===== src/rtl/pkr_pkg.sv =====
package pkr_pkg;

    typedef enum logic [1:0] {
        ATTR_NOP   = 2'b00,
        ATTR_STOP  = 2'b01,
        ATTR_CONT  = 2'b10,
        ATTR_START = 2'b11
    } attr_e;

    typedef enum logic [2:0] {
        ST_IDLE,
        ST_MSG,
        ST_DATA,
        ST_FINISH,
        ST_SCRUB,
        ST_DONE,
        ST_UNPACK
    } state_e;

    function automatic logic [31:0] put_slot(input logic [31:0] w, input logic [1:0] s,
                                             input logic [7:0] b, input attr_e a);
        logic [31:0] r;
        r = w;
        case (s)
            2'd0: begin r[31:24] = b; r[7:6] = a; end
            2'd1: begin r[23:16] = b; r[5:4] = a; end
            2'd2: begin r[15:8]  = b; r[3:2] = a; end
            default: r = w;
        endcase
        return r;
    endfunction

    function automatic logic [7:0] get_byte(input logic [31:0] w, input logic [1:0] s);
        logic [7:0] r;
        case (s)
            2'd0:    r = w[31:24];
            2'd1:    r = w[23:16];
            2'd2:    r = w[15:8];
            default: r = 8'h00;
        endcase
        return r;
    endfunction

    function automatic logic [1:0] get_attr(input logic [31:0] w, input logic [1:0] s);
        logic [1:0] r;
        case (s)
            2'd0:    r = w[7:6];
            2'd1:    r = w[5:4];
            2'd2:    r = w[3:2];
            default: r = 2'b00;
        endcase
        return r;
    endfunction

endpackage


===== src/rtl/pkr_word_buf.sv =====
module pkr_word_buf #(
    parameter int DEPTH = 16,
    parameter int AW    = $clog2(DEPTH)
) (
    input  logic          clk,
    input  logic          rst_n,
    input  logic          we,
    input  logic [AW-1:0] waddr,
    input  logic [31:0]   wdata,
    input  logic [AW-1:0] ra_addr,
    output logic [31:0]   ra_data,
    input  logic [AW-1:0] rb_addr,
    output logic [31:0]   rb_data
);
    logic [31:0] mem [DEPTH];

    for (genvar g = 0; g < DEPTH; g++) begin : g_word
        always_ff @(posedge clk or negedge rst_n) begin
            if (!rst_n)
                mem[g] <= '0;
            else if (we && waddr == AW'(g))
                mem[g] <= wdata;
        end
    end

    assign ra_data = mem[ra_addr];
    assign rb_data = mem[rb_addr];
endmodule


===== src/rtl/pkr_pos_track.sv =====
module pkr_pos_track #(
    parameter int DEPTH = 16,
    parameter int WW    = $clog2(DEPTH + 1),
    parameter int PW    = $clog2(3 * DEPTH + 1)
) (
    input  logic          clk,
    input  logic          rst_n,
    input  logic          clr,
    input  logic          adv,
    output logic [WW-1:0] widx,
    output logic [1:0]    slot,
    output logic [PW-1:0] pos
);
    always_ff @(posedge clk or negedge rst_n) begin
        if (!rst_n) begin
            widx <= '0;
            slot <= '0;
            pos  <= '0;
        end else if (clr) begin
            widx <= '0;
            slot <= '0;
            pos  <= '0;
        end else if (adv) begin
            pos <= pos + PW'(1);
            if (slot == 2'd2) begin
                slot <= 2'd0;
                widx <= widx + WW'(1);
            end else begin
                slot <= slot + 2'd1;
            end
        end
    end
endmodule


===== src/rtl/i2c_cmd_packer.sv =====
module i2c_cmd_packer #(
    parameter int DEPTH = 16,
    parameter int LEN_W = 6,
    localparam int AW   = $clog2(DEPTH),
    localparam int WW   = $clog2(DEPTH + 1)
) (
    input  logic             clk,
    input  logic             rst_n,
    input  logic             in_valid,
    output logic             in_ready,
    input  logic [6:0]       in_addr,
    input  logic             in_rd,
    input  logic [LEN_W-1:0] in_len,
    input  logic             in_last,
    input  logic             dat_valid,
    output logic             dat_ready,
    input  logic [7:0]       dat_byte,
    output logic             done,
    output logic [WW-1:0]    done_words,
    output logic             done_err,
    input  logic [AW-1:0]    eng_addr,
    output logic [31:0]      eng_rdata,
    input  logic             eng_we,
    input  logic [31:0]      eng_wdata,
    input  logic             unp_start,
    output logic             ub_valid,
    input  logic             ub_ready,
    output logic [7:0]       ub_byte,
    output logic             ub_last
);
    import pkr_pkg::*;

    localparam int NPOS = 3 * DEPTH;
    localparam int PW   = $clog2(NPOS + 1);
    localparam int MAPN = 1 << PW;

    state_e state_q, state_d;

    logic [WW-1:0]    widx;
    logic [1:0]       slot;
    logic [PW-1:0]    pos;
    logic             pos_adv, pos_clr;

    logic             buf_we;
    logic [AW-1:0]    buf_waddr;
    logic [31:0]      buf_wdata;
    logic [AW-1:0]    rb_addr;
    logic [31:0]      rb_data;

    logic [LEN_W-1:0] len_left_q;
    logic             last_msg_q;
    logic             ovf_q;
    logic             err_q;
    logic [WW-1:0]    words_q;
    logic [AW-1:0]    lw_q;
    logic [1:0]       ls_q;
    logic [PW-1:0]    end_pos_q;
    logic [PW-1:0]    ldat_pos_q;
    logic [MAPN-1:0]  addrmap_q;
    logic [AW-1:0]    scrub_q;

    logic             room, take_desc, take_byte, pk_fire, fix_stop, eng_ok;
    logic             at_end, cur_addr;
    logic [7:0]       pk_byte;
    attr_e            pk_attr;

    pkr_pos_track #(.DEPTH(DEPTH), .WW(WW), .PW(PW)) u_pos (
        .clk(clk), .rst_n(rst_n), .clr(pos_clr), .adv(pos_adv),
        .widx(widx), .slot(slot), .pos(pos)
    );

    pkr_word_buf #(.DEPTH(DEPTH), .AW(AW)) u_buf (
        .clk(clk), .rst_n(rst_n), .we(buf_we), .waddr(buf_waddr), .wdata(buf_wdata),
        .ra_addr(eng_addr), .ra_data(eng_rdata), .rb_addr(rb_addr), .rb_data(rb_data)
    );

    // state register
    always_ff @(posedge clk or negedge rst_n) begin
        if (!rst_n) state_q <= ST_IDLE;
        else        state_q <= state_d;
    end

    // outputs and strobes
    always_comb begin
        room      = (widx < WW'(DEPTH));
        at_end    = (pos == end_pos_q);
        cur_addr  = addrmap_q[pos];
        in_ready  = (state_q == ST_IDLE) || (state_q == ST_MSG);
        dat_ready = (state_q == ST_DATA);
        done      = (state_q == ST_DONE);
        ub_valid  = (state_q == ST_UNPACK) && !at_end && !cur_addr;
        ub_byte   = get_byte(rb_data, slot);
        ub_last   = (pos == ldat_pos_q);
        take_desc = in_ready && in_valid;
        take_byte = dat_ready && dat_valid;
        pk_fire   = (take_desc || take_byte) && room;
        pk_byte   = take_byte ? dat_byte : {in_addr, in_rd};
        pk_attr   = take_byte ? ATTR_CONT : ATTR_START;
        fix_stop  = (state_q == ST_FINISH) && !ovf_q && (get_attr(rb_data, ls_q) == ATTR_CONT);
        eng_ok    = (state_q == ST_IDLE) && eng_we && !take_desc;
        rb_addr   = (state_q == ST_FINISH) ? lw_q : widx[AW-1:0];

        buf_we    = 1'b0;
        buf_waddr = widx[AW-1:0];
        buf_wdata = '0;
        if (pk_fire) begin
            buf_we    = 1'b1;
            buf_wdata = put_slot((slot == 2'd0) ? 32'h0 : rb_data, slot, pk_byte, pk_attr);
        end else if (fix_stop) begin
            buf_we    = 1'b1;
            buf_waddr = lw_q;
            buf_wdata = put_slot(rb_data, ls_q, get_byte(rb_data, ls_q), ATTR_STOP);
        end else if (state_q == ST_SCRUB) begin
            buf_we    = 1'b1;
            buf_waddr = scrub_q;
        end else if (eng_ok) begin
            buf_we    = 1'b1;
            buf_waddr = eng_addr;
            buf_wdata = eng_wdata;
        end

        pos_adv = pk_fire ||
                  ((state_q == ST_UNPACK) && !at_end && (cur_addr || ub_ready));
        pos_clr = (state_q == ST_DONE) || ((state_q == ST_UNPACK) && at_end);
    end

    // next state
    always_comb begin
        state_d = state_q;
        unique case (state_q)
            ST_IDLE, ST_MSG: begin
                if (take_desc)
                    state_d = (in_len != '0) ? ST_DATA : (in_last ? ST_FINISH : ST_MSG);
                else if (state_q == ST_IDLE && unp_start)
                    state_d = ST_UNPACK;
            end
            ST_DATA:
                if (take_byte && len_left_q == LEN_W'(1))
                    state_d = last_msg_q ? ST_FINISH : ST_MSG;
            ST_FINISH: state_d = ovf_q ? ST_SCRUB : ST_DONE;
            ST_SCRUB:  if (scrub_q == AW'(DEPTH - 1)) state_d = ST_DONE;
            ST_DONE:   state_d = ST_IDLE;
            ST_UNPACK: if (at_end) state_d = ST_IDLE;
            default:   state_d = ST_IDLE;
        endcase
    end

    // batch bookkeeping
    always_ff @(posedge clk or negedge rst_n) begin
        if (!rst_n) begin
            len_left_q <= '0;
            last_msg_q <= 1'b0;
            ovf_q      <= 1'b0;
            err_q      <= 1'b0;
            words_q    <= '0;
            lw_q       <= '0;
            ls_q       <= '0;
            end_pos_q  <= '0;
            ldat_pos_q <= '0;
            addrmap_q  <= '0;
            scrub_q    <= '0;
        end else begin
            if (take_desc) begin
                len_left_q <= in_len;
                last_msg_q <= in_last;
                if (state_q == ST_IDLE) begin
                    ovf_q     <= 1'b0;
                    addrmap_q <= MAPN'(1);
                end else if (room) begin
                    addrmap_q[pos] <= 1'b1;
                end else begin
                    ovf_q <= 1'b1;
                end
            end
            if (take_byte) begin
                len_left_q <= len_left_q - LEN_W'(1);
                if (room) ldat_pos_q <= pos;
                else      ovf_q      <= 1'b1;
            end
            if (pk_fire) begin
                lw_q <= widx[AW-1:0];
                ls_q <= slot;
            end
            if (state_q == ST_FINISH) begin
                err_q     <= ovf_q;
                words_q   <= ovf_q ? '0 : ((slot == 2'd0) ? widx : widx + WW'(1));
                end_pos_q <= ovf_q ? '0 : pos;
                scrub_q   <= '0;
            end
            if (state_q == ST_SCRUB)
                scrub_q <= scrub_q + AW'(1);
        end
    end

    assign done_words = words_q;
    assign done_err   = err_q;
endmodule


===== config.mk =====
export PLATFORM = sky130hd
export DESIGN_NAME = i2c_cmd_packer
export DESIGN_NICKNAME = d
export VERILOG_FILES = /design/src/rtl/pkr_pkg.sv /design/src/rtl/pkr_word_buf.sv /design/src/rtl/pkr_pos_track.sv /design/src/rtl/i2c_cmd_packer.sv
export SDC_FILE = /design/constraint.sdc
export NUM_CORES = 1
export LEC_CHECK = 0
export BUFFER_PORTS_ARGS = -buffer_cell sky130_fd_sc_hd__buf_2
export CORE_ASPECT_RATIO = 1.1
export CORE_MARGIN = 1
export CORE_UTILIZATION = 63
export DETAILED_ROUTE_END_ITERATION = 8
export GPL_TIMING_DRIVEN = 0
export PLACE_DENSITY = 0.77
export SYNTH_ARGS = -nofsm -noshare
export SYNTH_HDL_FRONTEND = slang
export SYNTH_HIERARCHICAL = 1
export SYNTH_SLANG_ARGS = --single-unit
export TNS_END_PERCENT = 100

===== constraint.sdc =====
create_clock -name clk -period 6 [get_ports clk]
set_clock_uncertainty 0.15 [all_clocks]
set_input_delay 0.3 -clock clk [delete_from_list [all_inputs] [get_ports clk]]
set_output_delay 0.3 -clock clk [all_outputs]
set_load 0.05 [all_outputs]

Yosys cells after proc, flatten, opt, wreduce, memory -nomap -nowiden
Index checks and enable logic that the tools add are counted.
{"block": "word_totals", "ff_bits": 628, "latch_bits": 0, "ram_bits": 0, "mem_bits_ro": 0, "output_inout_bits": 51, "elab_cells": 205, "memories": 0}
{"block": "classes", "addsub": 5, "multipliers": 0, "n_div": 0, "n_lt_le_gt_ge": 5, "eq_ne": 34, "n_shift": 0, "muxes": 73, "n_bitwise": 3, "reduce_logical": 54}
{"cell": "32-bit two-way mux", "n": 9}
{"cell": "32-bit binary-select mux with 4-bit select", "n": 2}
{"cell": "64-bit two-way mux", "n": 2}
{"cell": "64-bit OR", "n": 1}
{"cell": "8-bit two-way mux", "n": 7}
{"cell": "4-bit == test, second input constant", "n": 9}
{"cell": "1-bit logical AND", "n": 30}
{"cell": "6-bit two-way mux", "n": 5}
{"cell": "4-bit two-way mux", "n": 7}
{"cell": "5-bit two-way mux", "n": 5}
{"cell": "2-bit two-way mux", "n": 12}
{"cell": "8-bit one-hot mux with 3 select lines", "n": 1}
{"cell": "4-bit by 3-bit == test with 1-bit output, second input constant", "n": 4}
{"cell": "8-bit one-hot mux with 2 select lines", "n": 1}
{"cell": "3-bit two-way mux", "n": 5}
{"cell": "3-bit one-hot mux with 5 select lines", "n": 1}
{"cell": "1-bit two-way mux", "n": 13}
{"cell": "6-bit == test", "n": 2}
{"cell": "5-bit greater-or-equal comparator, second input constant", "n": 2}
{"cell": "4-bit inverter with 5-bit output", "n": 2}
{"cell": "2-bit nonzero test", "n": 5}
{"cell": "3-bit == test, second input constant", "n": 3}
{"cell": "4-bit by 2-bit == test with 1-bit output, second input constant", "n": 2}
{"cell": "6-bit by 7-bit less-than comparator with 1-bit output, second input constant", "n": 1}
{"cell": "28 further kinds", "n": 43}

Logic depth before layout (Yosys ltp)
{"block": "depth", "depth_word": 13, "ltp_mapped": 19, "mapped_depth_nobuf": 12}

Modules after synthesis
The synthesis kept the hierarchy.
{"mod": "pkr_word_buf", "instances": 1, "cells_per_inst": 1675, "area_each_um2": 26449.1, "seq_area_each_um2": 12812.3}
{"mod": "i2c_cmd_packer", "instances": 1, "cells_per_inst": 761, "area_each_um2": 6757.7, "seq_area_each_um2": 2577.5}
{"mod": "pkr_pos_track", "instances": 1, "cells_per_inst": 56, "area_each_um2": 626.9, "seq_area_each_um2": 325.3}

Least setup slack after synthesis
Ideal clock, no wire load.
{"block": "synth_timing", "path_kind": "register to register", "start": "reg state_q[2]", "end": "reg u_buf/mem[235] in the netlist's numbering", "setup_ns": 0.128, "t_arrival_ns": 4.702, "t_required_ns": 5.722, "slack_ns": 1.021, "path_stages_with_launch": 20, "path_buffers": 7, "path_cell_list": "dfrtp_1 buf_6 nand3b_4 buf_4 mux2_2 buf_2 buf_2 mux4_2 a22oi_1 nand2_1 a211o_1 nor4_2 clkbuf_1 a211oi_1 a21o_1 nand3b_1 or3_1 clkbuf_1 buf_2 mux2_1"}
{"block": "synth_between", "elab_chain_cells": 13, "word_cells_on_any_way": 41, "cone_classes": "6 x eq/ne; 22 x mux; 1 x bitwise; 12 x reduce/logical"}
{"element": "start, declared", "line_no": "i2c_cmd_packer.sv:37", "source": "state_e state_q, state_d;"}
{"element": "start signal, assigned", "line_no": "i2c_cmd_packer.sv:80", "source": "else state_q <= state_d;"}
{"element": "3-bit by 2-bit == test with 1-bit output", "line_no": "i2c_cmd_packer.sv:101", "source": "rb_addr = (state_q == ST_FINISH) ? lw_q : widx[AW-1:0];"}
{"element": "4-bit two-way mux", "line_no": "i2c_cmd_packer.sv:101"}
{"element": "net rb_addr[0]", "line_no": "i2c_cmd_packer.sv:47", "source": "logic [AW-1:0] rb_addr;"}
{"element": "4-bit inverter with 5-bit output (not written as such)", "line_no": "pkr_word_buf.sv:27", "source": "assign rb_data = mem[rb_addr];"}
{"element": "32-bit binary-select mux with 4-bit select", "line_no": "pkr_word_buf.sv:27"}
{"element": "32-bit two-way mux (not written as such) (2 in a row)", "line_no": "pkr_word_buf.sv:27"}
{"element": "net rb_data[6]", "line_no": "i2c_cmd_packer.sv:48", "source": "logic [31:0] rb_data;"}
{"element": "2-bit one-hot mux with 3 select lines", "line_no": "pkr_pkg.sv:46", "source": "case (s)"}
{"element": "2-bit == test", "line_no": "i2c_cmd_packer.sv:99", "source": "fix_stop = (state_q == ST_FINISH) && !ovf_q && (get_attr(rb_data, ls_q) == ATTR_CONT);"}
{"element": "1-bit logical AND", "line_no": "i2c_cmd_packer.sv:99"}
{"element": "4-bit two-way mux", "line_no": "i2c_cmd_packer.sv:109", "source": "end else if (fix_stop) begin"}
{"element": "4-bit two-way mux", "line_no": "i2c_cmd_packer.sv:106", "source": "if (pk_fire) begin"}
{"element": "net buf_waddr[2]", "line_no": "i2c_cmd_packer.sv:45", "source": "logic [AW-1:0] buf_waddr;"}
{"element": "4-bit == test", "line_no": "pkr_word_buf.sv:21", "source": "else if (we && waddr == AW'(g))"}
{"element": "1-bit logical AND", "line_no": "pkr_word_buf.sv:21"}
{"element": "end signal, assigned by index", "line_no": "pkr_word_buf.sv:22", "source": "mem[g] <= wdata;"}
{"element": "end, declared", "line_no": "pkr_word_buf.sv:15", "source": "logic [31:0] mem [DEPTH];"}
The timed path passes the listed nets, and every way through them passes these cells. The select of a mux whose other input is x is not followed.
A chain may end at the register's enable or synchronous reset.

Worst setup path in the final report
{"block": "layout_timing", "start": "reg state_q[2]", "end": "reg u_buf/mem[44] in the netlist's numbering"}
{"block": "layout_between", "word_cells_on_any_way": 41, "cone_classes": "6 x eq/ne; 22 x mux; 1 x bitwise; 12 x reduce/logical"}
{"element": "3-bit by 2-bit == test with 1-bit output", "line_no": "i2c_cmd_packer.sv:101"}
{"element": "4-bit two-way mux", "line_no": "i2c_cmd_packer.sv:101"}
{"element": "net rb_addr[2]", "line_no": "i2c_cmd_packer.sv:47"}
{"element": "4-bit inverter with 5-bit output (not written as such)", "line_no": "pkr_word_buf.sv:27"}
{"element": "32-bit binary-select mux with 4-bit select", "line_no": "pkr_word_buf.sv:27"}
{"element": "32-bit two-way mux (not written as such) (2 in a row)", "line_no": "pkr_word_buf.sv:27"}
{"element": "net rb_data[7]", "line_no": "i2c_cmd_packer.sv:48"}
{"element": "2-bit one-hot mux with 3 select lines", "line_no": "pkr_pkg.sv:46"}
{"element": "2-bit == test", "line_no": "i2c_cmd_packer.sv:99"}
{"element": "1-bit logical AND", "line_no": "i2c_cmd_packer.sv:99"}
{"element": "1-bit two-way mux", "line_no": "i2c_cmd_packer.sv:109"}
{"element": "1-bit two-way mux", "line_no": "i2c_cmd_packer.sv:106"}
{"element": "net buf_we", "line_no": "i2c_cmd_packer.sv:44", "source": "logic buf_we;"}
{"element": "1-bit logical AND", "line_no": "pkr_word_buf.sv:21"}
The timed path passes the listed nets, and every way through them passes these cells. The select of a mux whose other input is x is not followed.

==> out/results.md <==
| Stage | Parameter | This run |
|---|---|---|
| pwr | Sequential share of power | 0.363 |
| worst setup path | Critical Path Max Stage Delay | 0.60 ns |
| hold path | Min-Delay Endpoint | last_msg_q |
| placed design | Quantity of I/O buffers inserted on ports | 116 |
| status | Outcome | complete, no violations |
| placed design | Hpwl dp | 73.8 mm |
| yosys | Most common cell in the synthesized netlist | dfrtp_1 |
| global route | Maximum number of pins on one net before global-route repair | 119 |
| worst setup path | Reg-to-reg setup timing slack | 0.03 ns |
| yosys | Sequential share of the synthesized area | 0.464 |
| sta | Number of pins with negative max-slew slack in the final report | 0 |
| yosys | Mapped Avg Cell Area | 13.6 µm² |
| die | Effective utilization at floorplan | 0.642 |
| cts | Buffer depth of the longest clock path | 3 |
| pwr | Overall Power | 17000 µW |
| pwr | Combinational fraction of design power | 0.382 |
| pwr | Switching share of total power | 0.369 |
| global route | Global router's overall resource usage | 0.409 |
| route | Number of antenna-violating nets in the routed design | 0 |
| hold path | Worst min-delay path startpoint | in_valid |
| yosys | Library cell with the largest summed area after synthesis | dfrtp_1 |
| yosys | Number of enable flip-flop cells after synthesis | 0 |
| global route | Vias in the first global route | 25400 |
| layout | Filler Cells Inserted | 3551 |
| sta | Min Clock Period, post-route | 5.97 ns |
| pwr | Power density relative to cell area | 449 mW/mm² |
| yosys | Proportion of register bits with asynchronous set or reset after synthesis | 1.00 |
| route | Iteration count of the initial detailed-routing pass | 6 |
| global route | Wire length of the first global-routing pass | 162 mm |
| pwr | Leak | 0.0175 µW |
| die | Row cnt | 88 |
| cts | H-Tree Level Count | 3 |
| worst setup path | Required @ worst endpoint | 6.33 ns |
| pwr | Switching Power | 6280 µW |
| job | Reported max-cap violation count | 0 |
| cts | Clock network latency to the later pin of the worst-skew pair | 0.62 ns |
| worst setup path | Category of the worst setup path launch point | flip-flop |
| layout | Synth-to-layout area growth | 12.2% |
| placed design | Last weighted congestion value of the routability-driven placer | 0.984 |
| worst setup path | Count of buffering cells on the critical path with inverters included | 6 |
| die | Die area | 0.0546 mm² |
| yosys | Number of cells produced by synthesis | 2492 |
| worst setup path | Worst flop-to-flop path startpoint | state_q[2] |
| layout | Sequential cell area | 0.0157 mm² |
| yosys | Most common flop cell mapped by yosys | dfrtp_1 |
| yosys | Synthesized area | 0.0338 mm² |
| hold path | Worst min path class | input pin to flip-flop |
| layout | Inserted Diodes | 0 |
| yosys | Syn Nets | 2568 |
| cts | Clock Sink Count | 628 |
| hold path | Hold-critical path depth | 4 |
| layout | Layout cell share with drive strength beyond 1 | 0.424 |
| route | Detailed-route via count | 24700 |
| global route | Antenna violations before repair | 1 |
| worst setup path | Critical path type | flip-flop to flip-flop |
| worst setup path | Kind of capture point of the worst setup path | flip-flop |
| layout | Number of nets in the final layout | 2767 |
| cts | Cts bufs inserted | 69 |
| yosys | Cell types with the largest area share after synthesis | dfrtp_1, mux2_2, mux4_2, a22oi_1, mux2i_1 |
| pwr | Total internal power | 10800 µW |
| yosys | Post-synthesis sequential element count | 628 |
| pwr | Proportion of power drawn by the clock network | 0.255 |
| worst setup path | Reg2Reg Depth | 17 |
| route | DRT Wirelength | 109 mm |
| route | Post-route DRC violation count | 0 |
| sta | Fin. Hold Viols | 0 |
| route | First-iteration detailed-routing DRC count | 3234 |
| die | Chip Height | 245 µm |
| worst setup path | Critical path fanouts, max | 10 |
| worst setup path | Top delay family on crit path | simple AND/OR/NAND/NOR gates |
| pwr | Highest ir drop seen on vdd | 0.299 mV |
| route | Avg WL per Cell | 31.9 µm |
| route | Vias per Instance | 7.23 |
| sta | Slew at the pin closest to its max-slew limit | 1.34 ns |
| worst setup path | Ordered cell list for the critical path | buf_6 -> nand3b_4 -> buf_4 -> mux2_2 -> nor2_2 -> clkbuf_2 -> a22oi_1 -> nand2_1 -> a222oi_1 -> buf_4 -> or4_4 -> buf_2 -> nand4b_1 -> nand3_1 -> nor2_2 -> buf_2 -> mux2_2 |
| sta | Relative max-transition margin | 0.0976 |
| layout | Multi-input combinational cell area | 0.0171 mm² |
| sta | Fmax | 0.167 GHz |
| yosys | Top cell types by occurrence after synthesis | dfrtp_1, mux2_2, mux4_2 |
| yosys | Top-area cell type share of the netlist area | 0.464 |
| worst setup path | Critical path arrival | 6.30 ns |
| worst setup path | Cell with the largest stage delay on the worst path | clkbuf_2 |
| global route | Residual overflow from global routing | 0 |
| sta | Final setup viols | 0 |
| yosys | Total number of yosys warnings | 6 |
| die | Placeable core area | 0.0527 mm² |
| die | Number of primary I/O pins | 117 |
| sta | Share of the clock period used by the worst path after layout | 0.995 |
| die | Die extent in x | 223 µm |
| cts | CTS clock-pin slew for the worst setup and hold paths | 0.06 ns |
| sta | Post-Route Hold Slack | 0.00934 ns |
| worst setup path | Capture point of the worst reg-to-reg path | u_buf/mem[44] |
| cts | Clock tree from TritonCTS | done |
| yosys | Cell variety after synth | 73 |
| cts | Cell chosen for the clock root | clkbuf_16 |
[tightest hold or removal path, delay by kind of cell]
family	cells	cell delay, ns
buffers and inverters	1	0.15
AND/OR/NAND/NOR	3	0.29
[power by group through the flow]
| stage | clock network, µW | logic, µW | registers (µW) |
|---|---|---|---|
| final | 4350 | 6500 | 6190 |
| after global routing | 4540 | 6760 | 6310 |
| after CTS | 4380 | 6330 | 6140 |
| after detailed placement | 0 | 6260 | 6200 |
| after global placement | 0 | 6100 | 6080 |
| after floorplan | 0 | 4560 | 5940 |
[layout make-up]
cell class / count / area share
plain buffers: 225 / 0.0313
clock buffers: 104 / 0.0546
clock inverters: 21 / 0.00629
inverters: 12 / 0.00119
multi-input cells: 1625 / 0.449
flip-flops and latches: 628 / 0.414
well taps: 675 / 0.0222
repair buffers: 130 / 0.0215
[sequential cells by signal (all words and copies together), names as in the netlist]
signal,flops
u_buf/mem,512
addrmap_q,64
end_pos_q,6
ldat_pos_q,6
len_left_q,6
u_pos/pos,6
done_words,5
u_pos/widx,5
lw_q,4
scrub_q,4
state_q,3
ls_q,2
u_pos/slot,2
done_err,1
last_msg_q,1
ovf_q,1
[routing by layer]
layer  wire (µm)  up-vias  global-route usage
met1       40000    12800               0.531
li1            -     9888                   -
met4        7180        2               0.244
met5          57        -             0.00717
met2       49800     1586               0.620
met3       12100      428               0.111
[cell families (layout without fill, tap and decap cells)]
logic type	after synthesis	in the layout	share of synthesized area
multiplexers	849	849	0.366
flip-flops	628	628	0.464
AND/OR/NAND/NOR	379	379	0.0532
AO/OA/AOI/OAI	364	364	0.0741
buffers and inverters	239	492	0.0325
XOR/XNOR	23	23	0.00595
adder cells (fa/ha/maj)	10	10	0.00370
[how the worst max path moves through the flow]
stage	startpoint	endpoint	slack (ns)	cells past startpoint
floorplan	state_q[2]	u_buf/mem[235]	1.02	19
global placement	rst_n	u_buf/mem[408]	-8.09	1
detailed placement	state_q[2]	u_buf/mem[77]	-0.77	18
CTS	state_q[2]	u_buf/mem[387]	0.003	19
global route	state_q[2]	u_buf/mem[358]	-0.005	19
finish	state_q[2]	u_buf/mem[44]	0.03	17
[placed cells by master (no fill, tap or decap), types with 14 or more instances in the layout]
cell,netlist,routed
nand2b_1,14,14
buf_2,93,185
dfrtp_1,628,628
clkbuf_16,0,72
o221ai_1,17,17
nand3_1,16,16
mux2i_1,64,64
clkbuf_8,0,15
xor2_1,14,14
a21oi_1,91,91
nor2_1,138,128
nand2_1,137,137
clkbuf_1,113,110
o21ai_0,36,36
mux4_2,258,258
mux2_2,517,517
buf_4,3,16
buf_6,10,15
a22oi_1,152,152
[timing repair]
| action | CTS | global route |
|---|---|---|
| pin swaps | 0 | 1 |
| hold buffers | 8 | 0 |
| setup buffers | 0 | 1 |
| endpoints found under the hold margin | 123 | 0 |
| setup endpoints to repair | 510 | 482 |
| gates resized for setup | 41 | 42 |
[through the flow]
step	instance area, µm²	cells	utilization	setup TNS (ns)	setup slack, ns
floorplan	33800	2492	-	0	1.02
global route	38000	3420	0.720	-0.00757	-0.00528
global placement	35300	3283	0.669	-5249.69	-8.09
finish	38000	3420	0.720	0	0.0285
detailed placement	35400	3288	0.671	-281.12	-0.767
CTS	37900	3420	0.718	0	0.00314
Note: power is estimated with default switching activity, not from simulation.
